===== config.mk =====
export PLATFORM = sky130hd
export DESIGN_NAME = pin_func_bank
export DESIGN_NICKNAME = d
export VERILOG_FILES = /design/src/rtl/pmx_pkg.sv /design/src/rtl/pmx_mask_reg.sv /design/src/rtl/pmx_group.sv /design/src/rtl/pin_func_bank.sv
export SDC_FILE = /design/constraint.sdc
export NUM_CORES = 1
export LEC_CHECK = 0
export BUFFER_PORTS_ARGS = -buffer_cell sky130_fd_sc_hd__buf_4
export CAP_MARGIN = 40
export CORE_ASPECT_RATIO = 1.75
export CORE_MARGIN = 1.5
export CORE_UTILIZATION = 58
export CTS_CLUSTER_SIZE = 30
export DETAILED_ROUTE_END_ITERATION = 6
export PLACE_DENSITY = 0.82
export SLEW_MARGIN = 20
export SYNTH_ARGS = -nofsm -noshare
export SYNTH_HDL_FRONTEND = slang
export SYNTH_SLANG_ARGS = --single-unit

===== constraint.sdc =====
create_clock -name clk -period 5.4 [get_ports clk]
set_clock_uncertainty 0.15 [all_clocks]
set_input_delay 0.81 -clock clk [delete_from_list [all_inputs] [get_ports clk]]
set_output_delay 0.81 -clock clk [all_outputs]
set_load 0.01 [all_outputs]

===== src/rtl/pmx_pkg.sv =====
package pmx_pkg;

   localparam int NUM_GRP    = 4;
   localparam int GRP_PINS   = 8;
   localparam int HALF_W     = 16;
   localparam int FUNC_W     = 4;
   localparam int PIN_IDX_W  = 6;

   // Location of one pin's field inside its group: which of the two
   // group words holds it, and the bit at which it starts.
   typedef struct packed {
      logic       upper_word;
      logic [3:0] lsb;
   } fld_loc_t;

   // Bytes of address space a group with the given field width takes.
   function automatic int grp_span(input int width);
      return (width == 2) ? 4 : 8;
   endfunction

   // Number of stored words a group with the given width needs.
   function automatic int grp_words(input int width);
      return (width == 2) ? 1 : 2;
   endfunction

   // Packing of local pin p (0..7) for each field width.
   function automatic fld_loc_t locate(input int width, input logic [2:0] lp);
      fld_loc_t r;
      int       p;
      p = int'(lp);
      case (width)
         3: begin
            r.upper_word = (p >= 5);
            r.lsb        = (p >= 5) ? 4'((p - 5) * 3) : 4'(p * 3);
         end
         4: begin
            r.upper_word = (p >= 4);
            r.lsb        = (p >= 4) ? 4'((p - 4) * 4) : 4'(p * 4);
         end
         default: begin
            r.upper_word = 1'b0;
            r.lsb        = 4'(p * 2);
         end
      endcase
      return r;
   endfunction

endpackage


===== src/rtl/pmx_mask_reg.sv =====
module pmx_mask_reg
   import pmx_pkg::*;
(
   input  logic              clk,
   input  logic              rst_n,
   input  logic              we,
   input  logic [31:0]       wdata,
   output logic [HALF_W-1:0] q
);

   logic [HALF_W-1:0] bit_en;
   logic [HALF_W-1:0] new_val;

   assign bit_en  = wdata[31:16];
   assign new_val = wdata[15:0];

   always_ff @(posedge clk or negedge rst_n) begin
      if (!rst_n)
         q <= '0;
      else if (we)
         q <= (q & ~bit_en) | (new_val & bit_en);
   end

   // enabled bits take the new value
   a_r1_enabled_bits_set: assert property (@(posedge clk) disable iff (!rst_n)
      we |=> ((q & $past(bit_en)) == ($past(new_val) & $past(bit_en))));

   // bits without an enable keep their old value
   a_r1_other_bits_keep: assert property (@(posedge clk) disable iff (!rst_n)
      we |=> ((q & ~$past(bit_en)) == ($past(q) & ~$past(bit_en))));

   // no strobe, no change
   a_r2_idle_hold: assert property (@(posedge clk) disable iff (!rst_n)
      !we |=> $stable(q));

endmodule


===== src/rtl/pmx_group.sv =====
module pmx_group
   import pmx_pkg::*;
#(
   parameter int              ADDR_W    = 8,
   parameter int              MUXW      = 2,
   parameter bit              GPIO_ONLY = 1'b0,
   parameter bit              UNROUTED  = 1'b0,
   parameter logic [ADDR_W-1:0] START   = '0
)(
   input  logic              clk,
   input  logic              rst_n,
   input  logic [ADDR_W-1:0] addr,
   input  logic              we,
   input  logic [31:0]       wdata,
   input  logic [2:0]        lp,
   output logic [HALF_W-1:0] rd_data,
   output logic [FUNC_W-1:0] func,
   output logic              err
);

   localparam int                NWORDS    = grp_words(MUXW);
   localparam bit                HAS_STORE = !GPIO_ONLY && !UNROUTED;
   localparam logic [ADDR_W-1:0] START_HI  = ADDR_W'(START + ADDR_W'(4));

   logic [1:0]              hit;
   logic [1:0][HALF_W-1:0]  words;
   fld_loc_t                loc;
   logic [HALF_W-1:0]       sel_word;
   logic [FUNC_W-1:0]       raw_func;

   assign hit[0] = (addr == START);

   generate
      if (NWORDS == 2) begin : g_two_words
         assign hit[1] = (addr == START_HI);
      end else begin : g_one_word
         assign hit[1] = 1'b0;
      end
   endgenerate

   // Storage, generated only for groups that own their fields.
   genvar w;
   generate
      for (w = 0; w < 2; w++) begin : g_word
         if (HAS_STORE && (w < NWORDS)) begin : g_store
            pmx_mask_reg i_word (
               .clk   (clk),
               .rst_n (rst_n),
               .we    (we && hit[w]),
               .wdata (wdata),
               .q     (words[w])
            );
         end else begin : g_none
            assign words[w] = '0;
         end
      end
   endgenerate

   // Register read
   always_comb begin
      rd_data = '0;
      if (hit[0])
         rd_data = words[0];
      else if (hit[1])
         rd_data = words[1];
   end

   // Pin lookup
   assign loc      = locate(MUXW, lp);
   assign sel_word = loc.upper_word ? words[1] : words[0];

   genvar b;
   generate
      for (b = 0; b < FUNC_W; b++) begin : g_fbit
         if (b < MUXW) begin : g_live
            assign raw_func[b] = sel_word[loc.lsb + 4'(b)];
         end else begin : g_pad
            assign raw_func[b] = 1'b0;
         end
      end
   endgenerate

   generate
      if (UNROUTED) begin : g_unrouted
         assign func = '0;
         assign err  = 1'b1;
      end else if (GPIO_ONLY) begin : g_gpio
         assign func = '0;
         assign err  = 1'b0;
      end else begin : g_routed
         assign func = raw_func;
         assign err  = 1'b0;
      end
   endgenerate

endmodule


===== src/rtl/pin_func_bank.sv =====
module pin_func_bank
   import pmx_pkg::*;
#(
   parameter int                          ADDR_W        = 8,
   parameter int                          BASE_OFFS     = 0,
   parameter logic [3:0][2:0]             GRP_W         = {3'd2, 3'd4, 3'd3, 3'd2},
   parameter logic [3:0]                  GRP_GPIO_ONLY = 4'b1000,
   parameter logic [3:0]                  GRP_UNROUTED  = 4'b0000,
   parameter logic [3:0]                  GRP_PRESET_EN = 4'b0100,
   parameter logic [3:0][ADDR_W-1:0]      GRP_PRESET    = {8'h00, 8'h20, 8'h00, 8'h00}
)(
   input  logic              clk,
   input  logic              rst_n,
   input  logic [ADDR_W-1:0] bus_addr,
   input  logic [31:0]       bus_wdata,
   input  logic              bus_we,
   output logic [31:0]       bus_rdata,
   input  logic [5:0]        lk_pin,
   output logic [3:0]        lk_func,
   output logic              lk_err
);

   localparam int ADDR_SPACE = 1 << ADDR_W;

   // Start address of group g, following presets and running offsets.
   function automatic int grp_start(input int g);
      int cur;
      int s;
      cur = BASE_OFFS;
      s   = BASE_OFFS;
      for (int i = 0; i <= g; i++) begin
         s   = GRP_PRESET_EN[i] ? int'(GRP_PRESET[i]) : cur;
         cur = s + grp_span(int'(GRP_W[i]));
      end
      return s;
   endfunction

   // Elaboration-time parameter checks
   generate
      if (ADDR_W < 3 || ADDR_W > 16) begin : g_bad_addr_w
         $error("pin_func_bank: ADDR_W must be 3..16");
      end
      if ((BASE_OFFS % 4) != 0) begin : g_bad_base
         $error("pin_func_bank: BASE_OFFS must be word aligned");
      end
   endgenerate

   genvar gc, gd;
   generate
      for (gc = 0; gc < NUM_GRP; gc++) begin : g_check
         if (GRP_W[gc] < 3'd2 || GRP_W[gc] > 3'd4) begin : g_bad_width
            $error("pin_func_bank: group width must be 2, 3 or 4");
         end
         if (GRP_GPIO_ONLY[gc] && GRP_UNROUTED[gc]) begin : g_bad_flags
            $error("pin_func_bank: a group cannot be GPIO-only and unrouted");
         end
         if ((grp_start(gc) % 4) != 0) begin : g_bad_align
            $error("pin_func_bank: group start must be word aligned");
         end
         if (grp_start(gc) + grp_span(int'(GRP_W[gc])) > ADDR_SPACE) begin : g_bad_range
            $error("pin_func_bank: group does not fit the address space");
         end
         for (gd = gc + 1; gd < NUM_GRP; gd++) begin : g_pair
            if ((grp_start(gc) < grp_start(gd) + grp_span(int'(GRP_W[gd]))) &&
                (grp_start(gd) < grp_start(gc) + grp_span(int'(GRP_W[gc])))) begin : g_overlap
               $error("pin_func_bank: group address ranges overlap");
            end
         end
      end
   endgenerate

   logic [NUM_GRP-1:0][HALF_W-1:0] grp_rd;
   logic [NUM_GRP-1:0][FUNC_W-1:0] grp_func;
   logic [NUM_GRP-1:0]             grp_err;

   genvar g;
   generate
      for (g = 0; g < NUM_GRP; g++) begin : g_grp
         pmx_group #(
            .ADDR_W    (ADDR_W),
            .MUXW      (int'(GRP_W[g])),
            .GPIO_ONLY (GRP_GPIO_ONLY[g]),
            .UNROUTED  (GRP_UNROUTED[g]),
            .START     (ADDR_W'(grp_start(g)))
         ) i_grp (
            .clk     (clk),
            .rst_n   (rst_n),
            .addr    (bus_addr),
            .we      (bus_we),
            .wdata   (bus_wdata),
            .lp      (lk_pin[2:0]),
            .rd_data (grp_rd[g]),
            .func    (grp_func[g]),
            .err     (grp_err[g])
         );
      end
   endgenerate

   // Groups occupy disjoint ranges, so at most one drives a nonzero word.
   always_comb begin
      logic [HALF_W-1:0] acc;
      acc = '0;
      for (int i = 0; i < NUM_GRP; i++)
         acc = acc | grp_rd[i];
      bus_rdata = {16'h0000, acc};
   end

   always_comb begin
      if (lk_pin[5]) begin
         lk_func = '0;
         lk_err  = 1'b1;
      end else begin
         lk_func = grp_func[lk_pin[4:3]];
         lk_err  = grp_err[lk_pin[4:3]];
      end
   end

   // GPIO-only pins resolve to function 0 without error
   a_r9_gpio_lookup_zero: assert property (@(posedge clk) disable iff (!rst_n)
      (!lk_pin[5] && GRP_GPIO_ONLY[lk_pin[4:3]]) |-> (lk_func == '0 && !lk_err));

   // a failed lookup never carries a function code
   a_r11_err_func_zero: assert property (@(posedge clk) disable iff (!rst_n)
      lk_err |-> (lk_func == '0));

   // indices of 32 and above are rejected
   a_r11_range_reject: assert property (@(posedge clk) disable iff (!rst_n)
      lk_pin[5] |-> lk_err);

   // upper read halfword is always clear
   a_r4_upper_clear: assert property (@(posedge clk) disable iff (!rst_n)
      bus_rdata[31:16] == 16'h0000);

endmodule


After elaboration in Yosys (flattened, before gate mapping)
Cells that the tools add are included.

storage, ports and cells
  logic and storage cells = 84
  register bits = 80
  input port bits = 49

operators by class
  reductions and logical operators = 6
  multiplexer cells = 33
  multiply operators = 2
  bitwise gates (word level) = 14
  equal/unequal tests = 4
  order comparisons = 12
  $add $sub $neg = 8

operator list
  operator                                                                count
  16-bit 2-to-1 mux                                                       7
  16-bit OR                                                               7
  16-bit bitwise AND                                                      6
  4-bit by 5-bit < comparator with 1-bit output (second input constant)   9
  1-bit binary-select mux with 4-bit select                               8
  32-bit by 3-bit multiplier with 4-bit output (second input constant)    1
  8-bit by 6-bit equality test with 1-bit output (second input constant)  2
  4-bit 2-to-1 mux                                                        4
  16-bit NOT                                                              1
  4-bit by 1-bit adder with 4-bit output (second input constant)          3
  4-bit by 2-bit adder with 4-bit output (second input constant)          3
  1-bit 2-to-1 mux                                                        11
  4-bit binary-select mux with 2-bit select                               1
  8-bit by 3-bit equality test with 1-bit output (second input constant)  1
  8-bit by 4-bit equality test with 1-bit output (second input constant)  1
  8-bit zero test                                                         1
  3-bit >= comparator (second input constant)                             2
  1-bit logical AND                                                       5
  3-bit by 2-bit multiplier with 4-bit output (second input constant)     1
  3-bit by 3-bit subtractor with 4-bit output (second input constant)     1
  1-bit binary-select mux with 3-bit select                               1
  2-bit by 3-bit < comparator with 1-bit output (second input constant)   1
  1-bit binary-select mux with 2-bit select                               1
  2-bit by 1-bit subtractor with 2-bit output (second input constant)     1

Logic depth before layout (Yosys ltp)
  word-level depth = 9
  gate-level depth with buffers = 15
  depth with buffers taken out = 15

By module
Synthesis repeated with hierarchy kept, for this count alone.

second synthesis, totals
  cells, all modules = 551
  area, all modules = 6238.5 um^2

by module, submodules not included
  module                      times used  cells an instance  area each (um^2)
  pmx_mask_reg                5           50                 700.7
  pmx_group (g_grp[1].i_grp)  1           125                1131.1
  pmx_group (g_grp[2].i_grp)  1           60                 621.8
  pin_func_bank               1           44                 410.4
  pmx_group (g_grp[0].i_grp)  1           50                 410.4
  pmx_group (g_grp[3].i_grp)  1           22                 161.4

Least setup slack after synthesis
No wires, ideal clock.

  kind = in2out
  start = input port lk_pin[0]
  end = output port lk_func[1]
  path slack = 598 ps
  buffers on the path = 0
  stages on the path = 15
  arrival = 3842 ps
  data required time = 4440 ps
  path through = clkinv_1 ha_1 inv_1 ha_1 ha_1 ha_1 mux2i_2 inv_1 ha_1 nor2b_1 nand4b_1 o211ai_1 nor4_1 a21oi_1 a311oi_1

on the way
  cells in the longest elaborated chain, start to end = 9

ends and longest elaborated chain
  item                                          RTL line              RTL
  start: declaration                            pin_func_bank.sv:18   input logic [5:0] lk_pin,
  3-bit by 3-bit subtractor with 4-bit output   pmx_pkg.sv:34         r.lsb = (p >= 5) ? 4'((p - 5) * 3) : 4'(p * 3);
  32-bit by 3-bit multiplier with 4-bit output  pmx_pkg.sv:34
  4-bit 2-to-1 mux                              pmx_pkg.sv:34
  4-bit by 1-bit adder with 4-bit output        pmx_group.sv:76       assign raw_func[b] = sel_word[loc.lsb + 4'(b)];
  1-bit binary-select mux with 4-bit select     pmx_group.sv:76
  1-bit 2-to-1 mux (not written as such)        pmx_group.sv:76
  4-bit binary-select mux with 2-bit select *   pin_func_bank.sv:113  lk_func = grp_func[lk_pin[4:3]];
  4-bit 2-to-1 mux (not written as such) *      pin_func_bank.sv:113
  4-bit 2-to-1 mux *                            pin_func_bank.sv:109  if (lk_pin[5]) begin
  end: declaration                              pin_func_bank.sv:19   output logic [3:0] lk_func,

Mark *: on every way between the ends. The rest lies on a longest branch, timed or not. The select of a mux whose other input is x is not followed.

Worst setup path in the final report
  start = input port lk_pin[1]
  end = output port lk_func[1]

The elaborated chain is that of the path after synthesis.

==> results.toml <==
[pwr]
netSwitchingFraction = 0.250
ir_drop_uv = 239
pwr-share-seq = 0.416
switchingPower_mw = 0.380
p_comb_frac = 0.149
internal_power_mw = 1.14
clkPwrFrac = 0.435
power_density_mw_per_mm2 = 245
p_leak_nw = 3.00

[finish]
antenna_cells = 0
final_common_cell = "nand2_1"
drive_above_1_share = 0.263
final_cell_mix = "104 x nand2_1, 80 x dfrtp_1, 76 x buf_4"
syn2layout_area_growth_pct = 15.6
nets = 585
final_cell_count_no_fill = 648
final_area_sq_mm = 0.00620

[global_routing]
grt_first_pass_wirelength_mm = 22.2
grt_usage = 0.308
grt_pass1_vias = 4263
antenna_found_initial = 0
grt_overflow = 0
grt_max_degree = 54

[logic_synthesis]
async_reset_ff_frac = 1.00
yosysTopAreaCell = "dfrtp_1"
syn_area_sq_mm = 0.00537
yosys_warnings = 0
synth_seq_cells = 80
ys_types = 46
yosys-top-cells-area = "dfrtp_1 37%, mux2_1 15%, mux4_2 12%"
synthCells = 464
syn_avg_cell_area_sq_um = 11.6
yosysSeqAreaShare = 0.373
yosysTopAreaCellShare = 0.373
synth-edff-count = 0
ys.flop_type = "dfrtp_1"

[sta]
report.final.slew_viol_count = 0
period_needed_ns = 5.14
relSlewSlack = 0.439
post-route-period-util = 0.952
fmax_mhz = 194
rsz0062_at_grt = "false"
hold_ws_ns = 0.233
hold_viol_final = 0
setup_tns_ns = 0
max_slew.worst_pin.slew_ns = 0.842
fin_ws_ns = 0.258
setup_viol = 0

[clock_network]
cts.path.max_buffers = 2
root_buffer = "clkbuf_16"
clkTransAtPathRegs_ns = 0.06
clk-insertion-delay-late_ns = 0.35
cts_setup_buffers = 0
cts_tree = "yes"
htree_levels = 3
cts_sinks = 80
cts_resized = 0
postCtsHoldBufs = 0
cts_buffers = 9

[routing]
first_iter_violations = 379
vias = 4164
routed_wl_mm = 14.1
vias_per_cell = 6.43
wl_per_cell_um = 21.8
ant_nets = 0
drc = 10
drt-pass1-iter-count = 7

[setup_path]
required_ns = 4.44
cp_slowest_cell = "a2111oi_0"
crit_chain = "buf_4 -> clkinv_1 -> ha_1 -> inv_1 -> ha_1 -> ha_1 -> ha_1 -> mux2i_2 -> inv_1 -> ha_1 -> a2111oi_0 -> nor4_2 -> a311oi_1 -> buf_4"
cp-end-kind = "output pin"
path_max_fanout = 9
worst_ep_arrival_time_ns = 4.18
critPathLaunchType = "primary input"
path_class = "in2out"
cp_slowest_stage_delay_ns = 0.70
crit_top_cell = "ha_1"

[run]
max_cap_violations = 0

[floorplanning]
initial_core_util = 0.594
rows = 46
io_pins = 86
chipWidth_um = 75.7
core_area_sq_mm = 0.00904
chipHeight_um = 130
die-area_sq_mm = 0.00986

[outcome]
violations = "DRC"
outcome = "finished, violations left"

[place]
io_buffers = 69
gp_congestion = 0.920
post-place-ws_ns = 0.254
dpl_cell_area_sq_mm = 0.00587
dp_hpwl_mm = 10.1
dp_cells = 633

[min_path]
hp-class = "in2async"
-- Yosys cell counts (all sizes together) (2+ instances only) --
| master | count |
|---|---|
| clkbuf | 7 |
| a222oi | 16 |
| nand2 | 104 |
| nor2 | 4 |
| nor2b | 3 |
| nor3 | 2 |
| mux2i | 24 |
| mux4 | 28 |
| and3b | 3 |
| clkinv | 2 |
| o21ai | 2 |
| and2 | 5 |
| nand4b | 2 |
| mux2 | 81 |
| ha | 11 |
| a21oi | 6 |
| and3 | 2 |
| nand3 | 4 |
| a21o | 2 |
| xnor2 | 4 |
| dfrtp | 80 |
| a22oi | 16 |
| buf | 36 |
| inv | 5 |
-- path summary, 6_finish.rpt --
path	start	to	slack, ns	cells past startpoint
max reg2reg	flop	flop	4.38	1
min reg2reg	flop	flop	0.37	1
max	lk_pin[1]	lk_func[1]	0.26	14
min	rst_n	asynchronous set/reset pin	0.23	1
max in group asynchronous	rst_n	asynchronous set/reset pin	4.26	2
min in group clk	flop	flop	0.37	1
-- layer usage --
| metal | track usage | vias up | share of wire |
|---|---|---|---|
| met5 | 0 | - | 0 |
| met4 | 0.164 | 0 | 0.038 |
| met3 | 0.0625 | 41 | 0.057 |
| met2 | 0.509 | 202 | 0.54 |
| met1 | 0.371 | 2110 | 0.37 |
| li1 | - | 1811 | - |
-- per-stage QoR --
stage	power [mW]	util
2_1_floorplan	0.777	-
3_3_place_gp	0.854	0.647
3_5_place_dp	0.866	0.650
4_1_cts	1.52	0.686
5_1_grt	1.57	0.686
6_report	1.52	0.686
-- layout make-up --
cell class              instances  area [sq um]
multi-input cells             349          3100
well taps                     120           150
inverters                       7          26.3
flip-flops and latches         80          2000
clock inverters                 5          81.3
fillers                       662          2840
clock buffers                  10           239
repair buffers                 77           598
-- critical path: cells and delay by family --
| family | cells | cell delay (ns) |
|---|---|---|
| muxes | 1 | 0.17 |
| and+or+nand+nor | 1 | 0.13 |
| buffers and inverters | 5 | 0.72 |
| AOI/OAI and AO/OA | 2 | 0.98 |
| adders and majority gates | 5 | 1.38 |
-- logic make-up after synthesis --
kind of cell / Yosys count / share of synthesized area
muxes: 133 / 0.339
DFF: 80 / 0.373
and+or+nand+nor: 133 / 0.111
adders and majority gates: 12 / 0.0294
other: 1 / 0.000699
AOI/OAI and AO/OA: 50 / 0.0758
buffers and inverters: 50 / 0.0606
xor gates and xnor gates: 5 / 0.0107
-- power groups by stage --
stage,clock network [mW],registers [mW],logic (mW)
after floorplan,0,0.636,0.141
after CTS,0.663,0.631,0.225
after global placement,0,0.640,0.214
after global routing,0.692,0.633,0.245
after detailed placement,0,0.642,0.224
final,0.661,0.632,0.227
(Power assumes the default switching activity.)
